--- config.mk ---
export PLATFORM = sky130hd
export DESIGN_NAME = bsh_top
export DESIGN_NICKNAME = d
export VERILOG_FILES = /design/src/rtl/bsh_pkg.sv /design/src/rtl/bsh_amt_decode.sv /design/src/rtl/bsh_core.sv /design/src/rtl/bsh_probe.sv /design/src/rtl/bsh_top.sv
export SDC_FILE = /design/constraint.sdc
export NUM_CORES = 1
export LEC_CHECK = 0
export ABC_AREA = 1
export ABC_CLOCK_PERIOD_IN_PS = 5800
export CAP_MARGIN = 20
export CORE_ASPECT_RATIO = 1.4
export CORE_MARGIN = 2
export CORE_UTILIZATION = 37
export DETAILED_ROUTE_END_ITERATION = 10
export DONT_BUFFER_PORTS = 1
export GPL_TIMING_DRIVEN = 0
export PLACE_DENSITY = 0.58
export SLEW_MARGIN = 20
export SYNTH_ARGS = -nofsm -noshare
export SYNTH_HDL_FRONTEND = slang
export SYNTH_SLANG_ARGS = --single-unit
--- constraint.sdc ---
create_clock -name vclk -period 5.8
set_input_delay 1.16 -clock vclk [all_inputs]
set_output_delay 1.16 -clock vclk [all_outputs]
set_load 0.005 [all_outputs]
--- src/rtl/bsh_pkg.sv ---
package bsh_pkg;

    typedef enum logic [1:0] {
        SK_LSL = 2'd0,
        SK_ASR = 2'd1,
        SK_LSR = 2'd2,
        SK_ROR = 2'd3
    } shift_kind_e;

    typedef struct packed {
        logic in_range;  // amount below the word width
        logic is_zero;   // amount equals zero
        logic exact_w;   // amount equals the word width
    } amt_info_t;

endpackage

--- src/rtl/bsh_amt_decode.sv ---
module bsh_amt_decode
    import bsh_pkg::*;
#(
    parameter int DATA_W = 32,
    parameter int AMT_W  = 8,
    localparam int LOG_W = $clog2(DATA_W)
) (
    input  logic [AMT_W-1:0] amt_i,
    output amt_info_t        info_o,
    output logic [LOG_W-1:0] low_o
);
    localparam logic [AMT_W-1:0] W_AMT = AMT_W'(DATA_W);

    always_comb begin
        info_o.in_range = (amt_i < W_AMT);
        info_o.is_zero  = (amt_i == '0);
        info_o.exact_w  = (amt_i == W_AMT);
        low_o           = amt_i[LOG_W-1:0];
    end
endmodule

--- src/rtl/bsh_core.sv ---
module bsh_core
    import bsh_pkg::*;
#(
    parameter int DATA_W = 32,
    localparam int LOG_W = $clog2(DATA_W)
) (
    input  logic [DATA_W-1:0] data_i,
    input  shift_kind_e       kind_i,
    input  amt_info_t         info_i,
    input  logic [LOG_W-1:0]  low_i,
    output logic [DATA_W-1:0] result_o,
    output logic              carry_o
);
    logic [DATA_W-1:0] lft [0:LOG_W];
    logic [DATA_W-1:0] rgt [0:LOG_W];
    logic [DATA_W-1:0] rot [0:LOG_W];
    logic              sign;
    logic              fill;
    logic [LOG_W-1:0]  up_idx;
    logic [LOG_W-1:0]  dn_idx;

    assign sign   = data_i[DATA_W-1];
    assign fill   = (kind_i == SK_ASR) ? sign : 1'b0;
    assign up_idx = ~low_i + LOG_W'(1);      // DATA_W - low modulo DATA_W
    assign dn_idx = low_i - LOG_W'(1);

    assign lft[0] = data_i;
    assign rgt[0] = data_i;
    assign rot[0] = data_i;

    // one stage per amount bit, each moving by a power of two
    for (genvar k = 0; k < LOG_W; k++) begin : g_stage
        localparam int SH = 1 << k;
        assign lft[k+1] = low_i[k] ? {lft[k][DATA_W-1-SH:0], {SH{1'b0}}} : lft[k];
        assign rgt[k+1] = low_i[k] ? {{SH{fill}}, rgt[k][DATA_W-1:SH]} : rgt[k];
        assign rot[k+1] = low_i[k] ? {rot[k][SH-1:0], rot[k][DATA_W-1:SH]} : rot[k];
    end

    always_comb begin
        result_o = data_i;
        carry_o  = 1'b0;
        unique case (kind_i)
            SK_LSL: begin
                result_o = info_i.in_range ? lft[LOG_W] : '0;
                if (!info_i.is_zero)
                    carry_o = info_i.in_range ? data_i[up_idx]
                            : (info_i.exact_w ? data_i[0] : 1'b0);
            end
            SK_LSR: begin
                result_o = info_i.in_range ? rgt[LOG_W] : '0;
                if (!info_i.is_zero)
                    carry_o = info_i.in_range ? data_i[dn_idx]
                            : (info_i.exact_w ? sign : 1'b0);
            end
            SK_ASR: begin
                result_o = info_i.in_range ? rgt[LOG_W] : {DATA_W{sign}};
                if (!info_i.is_zero)
                    carry_o = info_i.in_range ? data_i[dn_idx] : sign;
            end
            SK_ROR: begin
                result_o = rot[LOG_W];
                if (!info_i.is_zero)
                    carry_o = rot[LOG_W][DATA_W-1];
            end
            default: ;
        endcase
    end
endmodule

--- src/rtl/bsh_probe.sv ---
module bsh_probe #(
    parameter int DATA_W = 32,
    parameter int AMT_W  = 8,
    localparam int LOG_W = $clog2(DATA_W)
) (
    input  logic [DATA_W-1:0] data_i,
    input  logic [AMT_W-1:0]  idx_i,
    output logic              bit_o
);
    localparam logic [AMT_W-1:0] W_AMT = AMT_W'(DATA_W);
    localparam logic [LOG_W-1:0] TOP   = LOG_W'(DATA_W - 1);

    logic [DATA_W-1:0] raised;
    logic [LOG_W-1:0]  up;

    // lift the chosen bit to the top, then bring it alone down to bit 0
    assign up     = TOP - idx_i[LOG_W-1:0];
    assign raised = data_i << up;
    assign bit_o  = (idx_i < W_AMT) ? |(raised >> (DATA_W - 1)) : 1'b0;
endmodule

--- src/rtl/bsh_top.sv ---
module bsh_top
    import bsh_pkg::*;
#(
    parameter int DATA_W = 32,
    parameter int AMT_W  = 8
) (
    input  logic [DATA_W-1:0] data_i,
    input  logic [AMT_W-1:0]  amt_i,
    input  logic [1:0]        kind_i,
    input  logic [AMT_W-1:0]  probe_idx_i,
    output logic [DATA_W-1:0] result_o,
    output logic              carry_o,
    output logic              probe_o
);
    localparam int LOG_W = $clog2(DATA_W);

    amt_info_t        info;
    logic [LOG_W-1:0] low;
    shift_kind_e      kind;

    assign kind = shift_kind_e'(kind_i);

    bsh_amt_decode #(.DATA_W(DATA_W), .AMT_W(AMT_W)) u_amt (
        .amt_i  (amt_i),
        .info_o (info),
        .low_o  (low)
    );

    bsh_core #(.DATA_W(DATA_W)) u_core (
        .data_i   (data_i),
        .kind_i   (kind),
        .info_i   (info),
        .low_i    (low),
        .result_o (result_o),
        .carry_o  (carry_o)
    );

    bsh_probe #(.DATA_W(DATA_W), .AMT_W(AMT_W)) u_probe (
        .data_i (data_i),
        .idx_i  (probe_idx_i),
        .bit_o  (probe_o)
    );
endmodule

After elaboration in Yosys (flattened, before gate mapping)
Cells that the tools add are included.
Cells by class
  $add $sub $neg: 3
  order comparisons: 4
  equality and inequality tests: 4
  shift-type cells: 1
  mux-type cells: 35
  bitwise logic cells: 1
  reduce and logical (&&, ||, !) cells: 2
Operators with widths (count)
  two-way mux 32 bit: 18
  one-hot mux 32 bit (4 select lines): 1
  << shifter 32 x 5 -> 32 bit: 1
  less-than comparator 8 x 6 -> 1 bit, second input constant: 2
  two-way mux 1 bit: 13
  less-than comparator 5 x 6 -> 1 bit, second input constant: 2
  binary-select mux 1 bit (select 5 bit): 2
  == test 8 x 6 -> 1 bit, second input constant: 1
  logical NOT 8 bit: 1
  adder 5 x 1 -> 5 bit, second input constant: 1
  inverter 5 bit: 1
  subtractor 5 x 1 -> 5 bit, second input constant: 1
  subtractor 5 bit, first input constant: 1
  == test 2 bit, second input constant: 2
  one-hot mux 1 bit (4 select lines): 1
  == test 2 x 1 -> 1 bit, second input constant: 1
  logical NOT 2 bit: 1
Word-level totals
  bits in registers: 0
  bits of input ports: 50
  output and inout port bits: 34
  logic and storage cells: 50

Depth between registers and ports, before layout
  word-level depth: 9
  mapped depth: 16
  mapped depth without buffers: 13

By module
Synthesis repeated with hierarchy kept, for this count alone.
Unflattened totals
  cell total of the unflattened synthesis: 1098
  area total of the unflattened synthesis: 5247.5 um2
Modules (own cells, without submodules)
  bsh_core: times used 1, cells each 1001, area each 4782.1 um2, seq. area each 0.0 um2
  bsh_probe: times used 1, cells each 80, area each 376.6 um2, seq. area each 0.0 um2
  bsh_amt_decode: times used 1, cells each 17, area each 88.8 um2, seq. area each 0.0 um2

Worst setup path before layout
OpenSTA, ideal clock, no wires.
  kind: in2out
  start: input port amt_i[1]
  end: output port carry_o
  arrival time: 2.866 ns
  required time: 4.640 ns
  path slack: 1.774 ns
  stages on the path: 16
  buffers on the path: 4
  cells stage by stage: inv_1 > buf_2 > buf_2 > ha_1 > buf_4 > clkinv_1 > buf_2 > nand3_1 > nand3_1 > nand3_1 > nand3_1 > nand2_1 > nand2_1 > nand2_1 > nand2_1 > nor2_1
Between the ends
  longest elaborated chain between the ends: 7
  elaborated cells between the ends (all ways): 24
  those cells by class: add/sub: 2; order compare: 1; eq/ne: 1; mux: 18; bitwise: 1; reduce/logical: 1
Ends and longest elaborated chain
  start, declared: RTL line bsh_top.sv:8  | input logic [AMT_W-1:0] amt_i,
  inverter 5 bit: RTL line bsh_core.sv:24  | assign up_idx = ~low_i + LOG_W'(1);
  adder 5 x 1 -> 5 bit: RTL line bsh_core.sv:24
  binary-select mux 1 bit (select 5 bit): RTL line bsh_core.sv:46  | carry_o = info_i.in_range ? data_i[up_idx]
  two-way mux 1 bit (implied by the code): RTL line bsh_core.sv:46
  two-way mux 1 bit: RTL line bsh_core.sv:46
  two-way mux 1 bit: RTL line bsh_core.sv:45  | if (!info_i.is_zero)
  one-hot mux 1 bit (4 select lines) (*): RTL line bsh_core.sv:42  | unique case (kind_i)
  end, declared: RTL line bsh_top.sv:12  | output logic carry_o,
Mark *: on every way between the ends. The rest lies on a longest branch, timed or not. The select of a mux whose other input is x is not followed.

Worst setup path after layout
Ends and elaborated chain as after synthesis.

==> key figures <==
Global route
  • Vias in the first global route: 7675
  • Initial antenna violation count: 0
  • First-pass GRT wire length: 47.0 mm
  • Largest net degree at the start of global routing: 11
  • GRT overflow: 0
  • All-Layer GR Usage: 0.436

Setup path
  • CP top delay family: buffers and inverters
  • Crit path depth: 14
  • Crit-path max cell delay: 530 ps
  • CP required: 4640 ps
  • Most common cell type on the critical path: nand2_1
  • WP buf/inv: 5
  • Worst path cell trace: inv_1 -> buf_2 -> buf_2 -> ha_1 -> buf_4 -> clkbuf_1 -> nand2_1 -> nand2_1 -> o21ai_0 -> nand2_1 -> nand3_1 -> nand2_1 -> a21oi_1 -> nor2_1
  • WS Path Type: primary input to output pin
  • Critical path capture point type: output pin
  • CP max FO: 10
  • Arrival time of the worst setup path: 3850 ps
  • Crit-path slowest cell: o21ai_0
  • Startpoint types: primary input

Clock tree
  • Setup repair bufs after CTS: 0
  • Post-CTS Resized: 0
  • Hold_buf cts: 0

Worst hold path
  • Hold path depth: 3
  • Hold Path Class: primary input to output pin

Pwr
  • Net Sw Frac: 0.731
  • Power Density: 104 nW/um2
  • Sequential Power Share: 0
  • Part of the power in combinational logic: 1.000
  • Clock power frac: 0
  • Switch Pwr: 402 uW
  • Leakage: 2.53 nW
  • Internal: 148 uW
  • VDD IR max: 39.3 uV

Logic synthesis
  • Yosys top cell area share: 0.355
  • Area leader, netlist: nand3_1
  • Register area share after synthesis: 0
  • Syn nets: 1114
  • Top cells by count, synth: nand2_1 (380), nand3_1 (358), nor2_1 (45)
  • Post-Syn Area per Cell: 4.75 um2
  • Synth top area cells: nand3_1 (36%), nand2_1 (28%), buf_2 (3.4%), nor2_1 (3.3%), o211ai_1 (3.1%)
  • Warning count from the yosys run: 0
  • Distinct cells, synth: 44
  • Most frequent cell after synthesis: nand2_1
  • Post-synthesis cell area: 5050 um2
  • Post-Synthesis Cells: 1063

Placed design
  • Placed cell area: 5270 um2
  • Final GP Congestion: 1.09
  • Hpwl dp: 26.0 mm
  • PortBufs: 0

STA
  • Fin crit period: 5010 ps
  • F_max: 200 MHz
  • Worst Max-Slew Pin Slew: 860 ps
  • Fin crit share: 0.863
  • Slew headroom: 0.423
  • Setup_tns: 0 ps
  • Final Max Slew Viols: 0
  • Setup violators final: 0
  • Fin. Hold Viols: 0
  • RSZ-0062 raised after global routing: no

Floorplan
  • Die Area: 14600 um2
  • Die X: 103 um
  • Chip height: 142 um
  • # rows: 50
  • I/O pin count: 84
  • Core area: 13300 um2
  • Starting density of the core: 0.379

Layout
  • Storage cell area: 0 um2
  • # nets final: 1116
  • Final Util: 0.396
  • Ratio of cells with drive above 1 in the final layout: 0.0621
  • Num sequential: 0
  • FILL cells: 1668
  • Area Overhead vs Synth: 4.51%
  • Diode count: 0
  • Design area: 5270 um2
  • Clock buf count: 0

Outcome
  • Status: finished, final reports clean

Routing
  • Total wire length: 32.4 mm
  • WL per Instance: 26.0 um
  • Vias per cell: 6.57
  • DRC: 0
  • Via count: 8179
  • Post-DRT Antenna Nets: 0
  • Initial drt markers: 1103
  • Drt first pass iters: 10

Job
  • Max Cap Viol: 0
[worst min-delay path: cells and delay by family]
| family | cells | cell delay, ps |
|---|---|---|
| and+or+nand+nor | 3 | 120 |
[path summary, 6_finish.rpt]
path                           start      end  slack [ps]
worst max-delay path        amt_i[1]  carry_o         790
worst min-delay path  probe_idx_i[5]  probe_o        2440
[cell type report]
type               instances  area [um2]  area share
multi-input cells        953        4530       0.858
inverters                 34         133      0.0251
well taps                182         228      0.0432
plain buffers             76         388      0.0735
[power by group through the flow]
| stage | registers [mW] | logic, mW | clock network, mW |
|---|---|---|---|
| 2_1_floorplan | 0 | 0.359 | 0 |
| 3_3_place_gp | 0 | 0.523 | 0 |
| 3_5_place_dp | 0 | 0.521 | 0 |
| 4_1_cts | 0 | 0.523 | 0 |
| 5_1_grt | 0 | 0.586 | 0 |
| 6_report | 0 | 0.550 | 0 |
[stage by stage]
stage / worst slack (ps) / power, mW / instances / hold WS (ps)
after floorplan: 1770 / 0.359 / 1063 / 2430
after global placement: 896 / 0.523 / 1245 / 2440
after detailed placement: 895 / 0.521 / 1245 / 2440
after CTS: 880 / 0.523 / 1245 / 2440
after global routing: 698 / 0.586 / 1245 / 2450
final: 794 / 0.550 / 1245 / 2440
[routing by layer]
metal / global-route usage / up-vias / routed length [um] / part of all wire
met1: 0.509 / 3625 / 11100 / 0.34
met5: 0 / - / 0 / 0
met4: 0.380 / 0 / 3770 / 0.12
li1: - / 3679 / - / -
met2: 0.657 / 690 / 13600 / 0.42
met3: 0.0997 / 185 / 3850 / 0.12
[cell families after synthesis]
family          after synthesis  synth area share
xor+xnor                      4           0.00843
fa+ha+maj                     1           0.00248
mux                           3           0.00595
simple gates                831             0.738
buf+inv                     110             0.103
compound gates              114             0.142
[cell usage in the layout (no fill, tap or decap), drive strengths merged, types with 3 or more instances in the layout]
cell / count
buf: 56
nand3b: 4
mux2i: 3
clkbuf: 20
nand2: 382
and2: 9
xor2: 3
o211ai: 22
o21ai: 45
nand3: 359
o221ai: 7
nand4: 20
o21bai: 7
o2111ai: 4
inv: 33
nor3: 3
a21oi: 25
nor2: 50
Note: power is estimated with default switching activity, not from simulation.
